### src/rtl/dpr_pkg.sv
package dpr_pkg;
  localparam int unsigned LANES  = 2;
  localparam int unsigned BYTE_W = 8;
  localparam int unsigned ERR_W  = 4;

  // timing flag positions
  localparam int unsigned ERR_RAS = 0;
  localparam int unsigned ERR_RP  = 1;
  localparam int unsigned ERR_CP  = 2;
  localparam int unsigned ERR_RCD = 3;

  typedef struct packed {
    logic             ras_n;
    logic [LANES-1:0] cas_n;  // [0] low byte, [1] high byte
    logic             we_n;
    logic             oe_n;
  } strobe_t;
endpackage

### src/rtl/dpr_sampler.sv
module dpr_sampler
  import dpr_pkg::*;
#(
  parameter int unsigned ADDR_W = 9,
  parameter int unsigned DATA_W = 16
) (
  input  logic              clk,
  input  logic              rst_n,
  input  strobe_t           pin_stb,
  input  logic [ADDR_W-1:0] pin_addr,
  input  logic [DATA_W-1:0] pin_dq,
  output strobe_t           cur_stb,
  output strobe_t           prv_stb,
  output logic [ADDR_W-1:0] cur_addr,
  output logic [DATA_W-1:0] cur_dq
);
  strobe_t           cur_q, prv_q;
  logic [ADDR_W-1:0] addr_q;
  logic [DATA_W-1:0] dq_q;

  always_ff @(posedge clk or negedge rst_n) begin
    if (!rst_n) begin
      cur_q  <= '1;
      prv_q  <= '1;
      addr_q <= '0;
      dq_q   <= '0;
    end else begin
      cur_q  <= pin_stb;
      prv_q  <= cur_q;
      addr_q <= pin_addr;
      dq_q   <= pin_dq;
    end
  end

  assign cur_stb  = cur_q;
  assign prv_stb  = prv_q;
  assign cur_addr = addr_q;
  assign cur_dq   = dq_q;
endmodule

### src/rtl/dpr_timing.sv
module dpr_timing
  import dpr_pkg::*;
#(
  parameter int unsigned CNT_W   = 8,
  parameter int unsigned MIN_RAS = 4,
  parameter int unsigned MIN_RP  = 3,
  parameter int unsigned MIN_CP  = 2,
  parameter int unsigned MIN_RCD = 2
) (
  input  logic             clk,
  input  logic             rst_n,
  input  logic             ras_low,
  input  logic             ras_fall,
  input  logic             ras_rise,
  input  logic             cas_all_hi,
  input  logic             cas_fall,
  input  logic             cbr_start,
  output logic [ERR_W-1:0] err
);
  localparam logic [CNT_W-1:0] CNT_MAX  = '1;
  localparam logic [CNT_W-1:0] LIM_RAS  = CNT_W'(MIN_RAS);
  localparam logic [CNT_W-1:0] LIM_RP   = CNT_W'(MIN_RP);
  localparam logic [CNT_W-1:0] LIM_CP   = CNT_W'(MIN_CP);
  localparam logic [CNT_W-1:0] LIM_RCD  = CNT_W'(MIN_RCD);

  logic [CNT_W-1:0] ras_run_q, ras_run_d;
  logic [CNT_W-1:0] cp_run_q,  cp_run_d;
  logic [CNT_W-1:0] rcd_run_q, rcd_run_d;
  logic             first_q,   first_d;
  logic [ERR_W-1:0] err_q,     err_d;

  function automatic logic [CNT_W-1:0] sat_inc(input logic [CNT_W-1:0] v);
    return (v == CNT_MAX) ? v : v + 1'b1;
  endfunction

  always_comb begin
    ras_run_d = (ras_fall || ras_rise) ? CNT_W'(1) : sat_inc(ras_run_q);
    cp_run_d  = cas_all_hi ? sat_inc(cp_run_q) : '0;
    rcd_run_d = ras_fall ? CNT_W'(1) : sat_inc(rcd_run_q);

    first_d = first_q;
    if (ras_fall)                  first_d = !cbr_start;
    else if (cas_fall || ras_rise) first_d = 1'b0;

    err_d = err_q;
    if (ras_rise && ras_run_q < LIM_RAS) err_d[ERR_RAS] = 1'b1;
    if (ras_fall && ras_run_q < LIM_RP)  err_d[ERR_RP]  = 1'b1;
    if (cas_fall && ras_low && !first_q && cp_run_q < LIM_CP)
      err_d[ERR_CP] = 1'b1;
    if (cas_fall && ras_low && first_q && rcd_run_q < LIM_RCD)
      err_d[ERR_RCD] = 1'b1;
  end

  always_ff @(posedge clk or negedge rst_n) begin
    if (!rst_n) begin
      ras_run_q <= CNT_MAX;
      cp_run_q  <= CNT_MAX;
      rcd_run_q <= CNT_MAX;
      first_q   <= 1'b0;
      err_q     <= '0;
    end else begin
      ras_run_q <= ras_run_d;
      cp_run_q  <= cp_run_d;
      rcd_run_q <= rcd_run_d;
      first_q   <= first_d;
      err_q     <= err_d;
    end
  end

  assign err = err_q;
endmodule

### src/rtl/dpr_array.sv
module dpr_array
  import dpr_pkg::*;
#(
  parameter int unsigned ROW_BITS = 4,
  parameter int unsigned COL_BITS = 4
) (
  input  logic                          clk,
  input  logic [ROW_BITS+COL_BITS-1:0]  idx,
  input  logic [LANES-1:0]              wr_be,
  input  logic [LANES*BYTE_W-1:0]       wdata,
  output logic [LANES*BYTE_W-1:0]       rdata
);
  localparam int unsigned IDX_W = ROW_BITS + COL_BITS;
  localparam int unsigned DEPTH = 1 << IDX_W;

  for (genvar g = 0; g < LANES; g++) begin : g_lane_mem
    logic [BYTE_W-1:0] cells [DEPTH];

    always_ff @(posedge clk) begin
      if (wr_be[g]) cells[idx] <= wdata[g*BYTE_W +: BYTE_W];
    end

    assign rdata[g*BYTE_W +: BYTE_W] = cells[idx];
  end
endmodule

### src/rtl/dpr_lane.sv
module dpr_lane
  import dpr_pkg::*;
(
  input  logic              clk,
  input  logic              rst_n,
  input  logic              load,
  input  logic              drop,
  input  logic [BYTE_W-1:0] rbyte,
  output logic              drive,
  output logic [BYTE_W-1:0] q
);
  logic              drive_q, drive_d;
  logic [BYTE_W-1:0] data_q,  data_d;
  logic              upd_en;

  always_comb begin
    upd_en  = load || drop;
    drive_d = drive_q;
    data_d  = data_q;
    if (load) begin
      drive_d = 1'b1;
      data_d  = rbyte;
    end else if (drop) begin
      drive_d = 1'b0;
    end
  end

  always_ff @(posedge clk or negedge rst_n) begin
    if (!rst_n) begin
      drive_q <= 1'b0;
      data_q  <= '0;
    end else if (upd_en) begin
      drive_q <= drive_d;
      data_q  <= data_d;
    end
  end

  assign drive = drive_q;
  assign q     = data_q;
endmodule

### src/rtl/dram_pin_responder.sv
module dram_pin_responder
  import dpr_pkg::*;
#(
  parameter int unsigned ADDR_PINS = 9,
  parameter int unsigned ROW_BITS  = 4,
  parameter int unsigned COL_BITS  = 4,
  parameter int unsigned CNT_W     = 8,
  parameter int unsigned MIN_RAS   = 4,
  parameter int unsigned MIN_RP    = 3,
  parameter int unsigned MIN_CP    = 2,
  parameter int unsigned MIN_RCD   = 2
) (
  input  logic                      clk,
  input  logic                      rst_n,
  input  logic                      ras_n,
  input  logic                      lcas_n,
  input  logic                      ucas_n,
  input  logic                      we_n,
  input  logic                      oe_n,
  input  logic [ADDR_PINS-1:0]      addr,
  input  logic [LANES*BYTE_W-1:0]   dq_in,
  output logic [LANES*BYTE_W-1:0]   dq_out,
  output logic [LANES-1:0]          dq_oe,
  output logic [ROW_BITS-1:0]       rfsh_row,
  output logic [ERR_W-1:0]          timing_err
);
  localparam int unsigned DATA_W = LANES * BYTE_W;
  localparam int unsigned IDX_W  = ROW_BITS + COL_BITS;

  // reset: asserted at once, released on the clock
  logic rst_meta, rst_q;
  always_ff @(posedge clk or negedge rst_n) begin
    if (!rst_n) begin
      rst_meta <= 1'b0;
      rst_q    <= 1'b0;
    end else begin
      rst_meta <= 1'b1;
      rst_q    <= rst_meta;
    end
  end

  // pin sampling
  strobe_t                pin_stb, s_stb, p_stb;
  logic [ADDR_PINS-1:0]   s_addr;
  logic [DATA_W-1:0]      s_dq;

  always_comb begin
    pin_stb.ras_n    = ras_n;
    pin_stb.cas_n[0] = lcas_n;
    pin_stb.cas_n[1] = ucas_n;
    pin_stb.we_n     = we_n;
    pin_stb.oe_n     = oe_n;
  end

  dpr_sampler #(.ADDR_W(ADDR_PINS), .DATA_W(DATA_W)) u_sampler (
    .clk      (clk),
    .rst_n    (rst_q),
    .pin_stb  (pin_stb),
    .pin_addr (addr),
    .pin_dq   (dq_in),
    .cur_stb  (s_stb),
    .prv_stb  (p_stb),
    .cur_addr (s_addr),
    .cur_dq   (s_dq)
  );

  // edge detection
  logic ras_fall, ras_rise, cas_all_hi, cas_was_hi, cas_fall, cas_pre_low;
  always_comb begin
    ras_fall    = p_stb.ras_n && !s_stb.ras_n;
    ras_rise    = !p_stb.ras_n && s_stb.ras_n;
    cas_all_hi  = &s_stb.cas_n;
    cas_was_hi  = &p_stb.cas_n;
    cas_fall    = cas_was_hi && !cas_all_hi;
    cas_pre_low = !cas_was_hi;
  end

  // cycle state
  logic [ROW_BITS-1:0] row_q,  row_d;
  logic [COL_BITS-1:0] col_q,  col_d;
  logic                cbr_q,  cbr_d;
  logic [ROW_BITS-1:0] rfsh_q, rfsh_d;
  logic                row_en, col_en, cbr_en, rfsh_en;

  logic                cbr_start, cbr_eff, acc_ok, rd_en, off_req;
  logic [ROW_BITS-1:0] row_eff;
  logic [COL_BITS-1:0] col_eff;
  logic [IDX_W-1:0]    cell_idx;
  logic [LANES-1:0]    wr_be, rd_load;

  always_comb begin
    cbr_start = ras_fall && cas_pre_low;
    cbr_eff   = ras_fall ? cas_pre_low : cbr_q;
    row_eff   = ras_fall ? s_addr[ROW_BITS-1:0] : row_q;
    col_eff   = cas_fall ? s_addr[COL_BITS-1:0] : col_q;
    cell_idx  = {row_eff, col_eff};

    acc_ok  = !s_stb.ras_n && !cbr_eff;
    rd_en   = acc_ok && s_stb.we_n && !s_stb.oe_n;
    off_req = (s_stb.ras_n && cas_all_hi) || s_stb.oe_n || !s_stb.we_n;

    for (int i = 0; i < LANES; i++) begin
      wr_be[i]   = acc_ok && !s_stb.we_n && s_stb.oe_n && !s_stb.cas_n[i];
      rd_load[i] = rd_en && !s_stb.cas_n[i];
    end

    row_en  = ras_fall && !cas_pre_low;
    row_d   = s_addr[ROW_BITS-1:0];
    col_en  = cas_fall && !s_stb.ras_n;
    col_d   = s_addr[COL_BITS-1:0];
    cbr_en  = ras_fall || ras_rise;
    cbr_d   = cbr_start;
    rfsh_en = cbr_start;
    rfsh_d  = rfsh_q + 1'b1;
  end

  always_ff @(posedge clk or negedge rst_q) begin
    if (!rst_q) begin
      row_q  <= '0;
      col_q  <= '0;
      cbr_q  <= 1'b0;
      rfsh_q <= '0;
    end else begin
      if (row_en)  row_q  <= row_d;
      if (col_en)  col_q  <= col_d;
      if (cbr_en)  cbr_q  <= cbr_d;
      if (rfsh_en) rfsh_q <= rfsh_d;
    end
  end

  // storage
  logic [DATA_W-1:0] rd_word;
  dpr_array #(.ROW_BITS(ROW_BITS), .COL_BITS(COL_BITS)) u_array (
    .clk   (clk),
    .idx   (cell_idx),
    .wr_be (wr_be),
    .wdata (s_dq),
    .rdata (rd_word)
  );

  // per-lane output holding
  for (genvar g = 0; g < LANES; g++) begin : g_lane
    dpr_lane u_lane (
      .clk   (clk),
      .rst_n (rst_q),
      .load  (rd_load[g]),
      .drop  (off_req),
      .rbyte (rd_word[g*BYTE_W +: BYTE_W]),
      .drive (dq_oe[g]),
      .q     (dq_out[g*BYTE_W +: BYTE_W])
    );
  end

  // interval checking
  dpr_timing #(
    .CNT_W   (CNT_W),
    .MIN_RAS (MIN_RAS),
    .MIN_RP  (MIN_RP),
    .MIN_CP  (MIN_CP),
    .MIN_RCD (MIN_RCD)
  ) u_timing (
    .clk        (clk),
    .rst_n      (rst_q),
    .ras_low    (!s_stb.ras_n),
    .ras_fall   (ras_fall),
    .ras_rise   (ras_rise),
    .cas_all_hi (cas_all_hi),
    .cas_fall   (cas_fall),
    .cbr_start  (cbr_start),
    .err        (timing_err)
  );

  assign rfsh_row = rfsh_q;
endmodule

### config.mk
export PLATFORM = sky130hd
export DESIGN_NAME = dram_pin_responder
export DESIGN_NICKNAME = d
export VERILOG_FILES = /design/src/rtl/dpr_pkg.sv /design/src/rtl/dpr_sampler.sv /design/src/rtl/dpr_timing.sv /design/src/rtl/dpr_array.sv /design/src/rtl/dpr_lane.sv /design/src/rtl/dram_pin_responder.sv
export SDC_FILE = /design/constraint.sdc
export NUM_CORES = 2
export LEC_CHECK = 0
export BUFFER_PORTS_ARGS = -buffer_cell sky130_fd_sc_hd__buf_4
export CAP_MARGIN = 30
export CORE_UTILIZATION = 40
export DETAILED_ROUTE_END_ITERATION = 6
export GPL_ROUTABILITY_DRIVEN = 0
export GPL_TIMING_DRIVEN = 0
export PLACE_DENSITY = 0.63
export SYNTH_ARGS = -nofsm -noshare
export SYNTH_HDL_FRONTEND = slang
export SYNTH_HIERARCHICAL = 1
export SYNTH_SLANG_ARGS = --single-unit
### constraint.sdc
create_clock -name clk -period 3.8 [get_ports clk]
set_input_delay 1.14 -clock clk [delete_from_list [all_inputs] [get_ports clk]]
set_output_delay 1.14 -clock clk [all_outputs]
set_load 0.02 [all_outputs]
# Word-level counts from Yosys, hierarchy flattened
# Memories as Yosys holds them, arrays and structs flattened. A register that Yosys moved wholly into a read port is not among the register bits.
# Cells that the tools add are included.
[totals]
register_bits = 74
latch_bits = 0
ram_bits = 4096
rom_bits = 0
input_bits = 32
elab_cells = 108
memories = 2
[op_classes]
add_sub_neg = 4
mul = 0
n_div = 0
magnitude_cmp = 4
eq_ne = 6
shifts = 0
mux = 18
n_bitwise = 0
reduce_logical = 50
[memory_table]
columns = ["name", "words", "width", "read_ports", "rd_ports_with_merged_regs", "wr", "line", "text"]
rows = [
  ["u_array.g_lane_mem[0].cells", 256, 8, 1, 1, 1, "dpr_array.sv:17", "logic [BYTE_W-1:0] cells [DEPTH];"],
  ["u_array.g_lane_mem[1].cells", 256, 8, 1, 1, 1, "dpr_array.sv:17", ""],
]
[op_table]
columns = ["cell", "count"]
rows = [
  ["2-to-1 mux 8 bit", 6],
  ["adder 8 x 1 -> 8 bit (second input constant)", 3],
  ["equality test 8 bit (second input constant)", 3],
  ["less-than comparator 8 x 2 -> 1 bit (second input constant)", 3],
  ["logical AND 1 bit", 22],
  ["logical NOT 1 bit", 13],
  ["AND reduction 2 bit", 6],
  ["2-to-1 mux 1 bit", 10],
  ["less-than comparator 8 x 3 -> 1 bit (second input constant)", 1],
  ["2-to-1 mux 4 bit", 2],
  ["logical OR 1 bit", 6],
  ["!= test 2 bit (second input constant)", 3],
  ["nonzero test 2 bit", 3],
  ["adder 4 x 1 -> 4 bit (second input constant)", 1],
]

# Logic depth before layout (Yosys ltp)
[depth]
depth_word = 10
depth_mapped = 13
mapped_depth_nobuf = 9

# Hierarchy
# Netlist, hierarchy kept.
[modules_own_cells]
columns = ["mod", "instances", "cells_per_inst", "area_each_um2"]
rows = [
  ["dpr_array", 1, 7016, 156208.6],
  ["dpr_timing", 1, 150, 1500.2],
  ["dpr_sampler", 1, 35, 888.4],
  ["dram_pin_responder", 1, 60, 795.8],
  ["dpr_lane", 2, 20, 369.1],
]

# Worst setup path after synthesis
# Ideal clock, no wire load.
[synth_timing]
kind = "reg-to-reg"
from = "register u_sampler.dq_q[0], in the netlist u_sampler/cur_dq[0]"
to = "memory u_array.g_lane_mem[0].cells[0][0] (data pin)"
t_arrival_ns = 3.169
required_ns = 2.999
slack_ns = -0.169
path_stages_with_launch = 1
path_buffers = 0
cell_sequence = "dfrtp_1"
[synth_rtl]
columns = ["element", "line", "text"]
rows = [
  ["start, declared", "dpr_sampler.sv:19", "logic [DATA_W-1:0] dq_q;"],
  ["start signal, assigned", "dpr_sampler.sv:31", "dq_q <= pin_dq;"],
  ["end, declared", "dpr_array.sv:17", ""],
]
# Straight into the memory's write port.

# Worst setup path in the final report
[layout_timing]
from = "register u_sampler.prv_q (netlist bit u_sampler/prv_stb[2])"
to = "register g_lane[0].u_lane.data_q[5], read port of u_array.g_lane_mem[0].cells"
[layout_rtl]
columns = ["element", "line", "text"]
rows = [
  ["start, declared", "dpr_sampler.sv:17", "strobe_t cur_q, prv_q;"],
  ["start signal, assigned", "dpr_sampler.sv:29", "prv_q <= cur_q;"],
  ["AND reduction 2 bit", "dram_pin_responder.sv:73", "cas_was_hi = &p_stb.cas_n;"],
  ["logical AND 1 bit", "dram_pin_responder.sv:74", "cas_fall = cas_was_hi && !cas_all_hi;"],
  ["net cas_fall", "dram_pin_responder.sv:68", "logic ras_fall, ras_rise, cas_all_hi, cas_was_hi, cas_fall, cas_pre_low;"],
  ["2-to-1 mux 4 bit", "dram_pin_responder.sv:95", "col_eff = cas_fall ? s_addr[COL_BITS-1:0] : col_q;"],
  ["net col_eff[1]", "dram_pin_responder.sv:87", "logic [COL_BITS-1:0] col_eff;"],
  ["end, declared", "dpr_lane.sv:13", "logic [BYTE_W-1:0] data_q, data_d;"],
]
# The timed path passes the listed nets, and every way through them passes these cells.
# A chain may end at the register's enable or synchronous reset.

==> metrics.txt <==
outcome finished with violations; violations in the final reports setup timing; Avg Cell Area, Syn 21.93 um2; worst r2r path cells 17; Die ar. 0.4024 mm2; most frequent cells in the layout 4096 x edfxtp_1, 1024 x mux4_2, 472 x nor2_4; global route overflow 0; worst setup margin -0.8093 ns; vias in the first global route 82500; gr usage total 0.2429; drt first pass iters 6; Leakage 59.36 nW; max incr delay on CP 0.57 ns; final hold violation count 0; H-tree lvl count 5; DR iter-0 viols 13530; worst vdd ir 451.6 uV; core area 0.3968 mm2; fin. max-slew vios 0; first-pass GRT wire length 673600 um; post-route ant nets 0; clock sink count 4186; Final Util 0.4910; CP Data Arrival Time 5.46 ns; CTS tree done; Die H 634.4 um; Cell Rows 231; hpwl dp 337300 um; WP data required 4.65 ns; Yosys warning count 6; PwrDens 574.0 mW/mm2; crit path cell chain nand2_4 > nor2_4 > mux2_4 > buf_16 > buf_8 > buf_12 > clkbuf_16 > buf_12 > buf_16 > mux4_2 > a22oi_2 > a21oi_2 > buf_6 > o41ai_4 > buf_4 > nand4_1 > mux2_4; mean routed wirelength per cell 36.36 um; synthesized area 0.1600 mm2; CP Launch Type flip-flop; CP Class flip-flop to flip-flop; fraction of layout cells with a size suffix above 1 0.4002; HP Class input port to flip-flop; die width 634.4 um; Min Hold Slack 0.2671 ns; CTS Buf Count 410; Clock Tree Buf Depth 4; antenna violations before repair 18; DR vias 85070; number of max-cap violations 0; DR vias/cell 6.199; Starting Density 0.4031; Root Driver clkbuf_16; Fmax 217.0 MHz; WL final 499000 um; synthesis-to-finish area growth 21.81%; fin nets 8165; hold depth 1; synthesized instance count 7294; post-route clock period utilization 1.213; worst clock skew 0.06510 ns; worst-path fanout max 7; CTS clock-pin slew for the worst setup and hold paths 0.06 ns; most common cell after layout, fill and taps aside edfxtp_1; final routed DRC violation total 0; later-pin clock latency in the skew report 1.00 ns; minimum clock period 4.609 ns; kind of end point of the critical path flip-flop; I/O pin count 58; buffers added on ports 52; final setup fails 772; syn_nets 7332; RSZ-0062 raised after global routing true; largest net degree at the start of global routing 90; worst slew pin tran 0.9954 ns; Worst slew margin 0.3339; Slowest-stage cell, CP dfstp_2
## power breakdown
| part | leakage [nW] | switching [mW] | internal [mW] |
|---|---|---|---|
| Combinational | 15.1 | 12.7 | 7.58 |
| Sequential | 37.8 | 0.411 | 50.9 |
| Clock | 6.46 | 17.5 | 22.8 |
## area by class of cell
class	instances	area [um2]
fill	30710	202000
buffer	464	4041
clock inverter	240	2272
sequential	4186	125400
timing repair buffer	433	7012
clock buffer	520	10940
multi-input combinational	2623	38620
antenna	7	17.52
inverter	9	33.78
tap	5242	6559
## registers in the layout, summed over array words and instances, names as in the netlist
| signal | count |
|---|---|
| cbr_q | 1 |
| col_q | 4 |
| g_lane.u_lane/drive | 2 |
| g_lane.u_lane/q | 16 |
| rfsh_row | 4 |
| row_q | 4 |
| rst_meta | 1 |
| rst_q | 1 |
| u_array/g_lane_mem.cells | 4096 |
| u_sampler/cur_addr | 4 |
| u_sampler/cur_dq | 16 |
| u_sampler/cur_stb | 5 |
| u_sampler/prv_stb | 3 |
| u_timing/cp_run_q | 8 |
| u_timing/err | 4 |
| u_timing/first_q | 1 |
| u_timing/ras_run_q | 8 |
| u_timing/rcd_run_q | 8 |
## layer usage
metal / vias to the layer above / part of all wire / GRT usage
met1: 45360 / 0.36 / 0.3214
met3: 1138 / 0.14 / 0.07822
li1: 32730 / - / -
met2: 5836 / 0.45 / 0.3574
met4: 6 / 0.060 / 0.1310
met5: - / 0.000080 / 0
## metrics by stage
stage / worst slack, ns / instance area, um2 / setup TNS, ns / total power [mW] / std cells
6_report: -0.8093 / 194800 / -30.41 / 111.8 / 13720
5_1_grt: -0.7108 / 194800 / -24.87 / 114.1 / 13720
4_1_cts: -0.6949 / 191100 / -470.69 / 111.1 / 13610
3_5_place_dp: -2.789 / 170500 / -7855.50 / 69.48 / 12770
3_3_place_gp: -4.917 / 166900 / - / 68.74 / 12590
2_1_floorplan: -0.1694 / 160000 / -346.99 / 61.29 / 7294
## timing repair
| item | 4_1_cts | 5_1_grt |
|---|---|---|
| endpoints found under the hold margin | 2 | 0 |
| resized for setup | 1681 | 548 |
| pin swaps | 120 | 159 |
| gates cloned | 3 | 3 |
| setup endpoints to repair | 4112 | 3985 |
| hold buffers | 1 | 0 |
| buffers inserted | 80 | 113 |
## path summary, 6_finish.rpt
check	startpoint	endpoint	slack, ns
worst min register to register	rst_q	u_timing/err[1]	0.37
worst max-delay path	u_sampler/prv_stb[2]	g_lane[0].u_lane/q[5]	-0.81
worst min-delay path	dq_in[3]	u_sampler/cur_dq[3]	0.27
worst max register to register	u_sampler/prv_stb[2]	g_lane[0].u_lane/q[5]	-0.81
min in group asynchronous	rst_q	u_timing/err[1]	0.37
max in group asynchronous	rst_q	u_timing/cp_run_q[6]	2.62
## critical path, delay by kind of cell (launching register included)
| kind | cells | cell delay (ns) |
|---|---|---|
| AOI/OAI and AO/OA | 3 | 0.77 |
| buffers and inverters | 8 | 1.33 |
| DFF | 1 | 0.57 |
| muxes | 3 | 1.12 |
| and+or+nand+nor | 3 | 0.64 |
(Power assumes the default switching activity.)
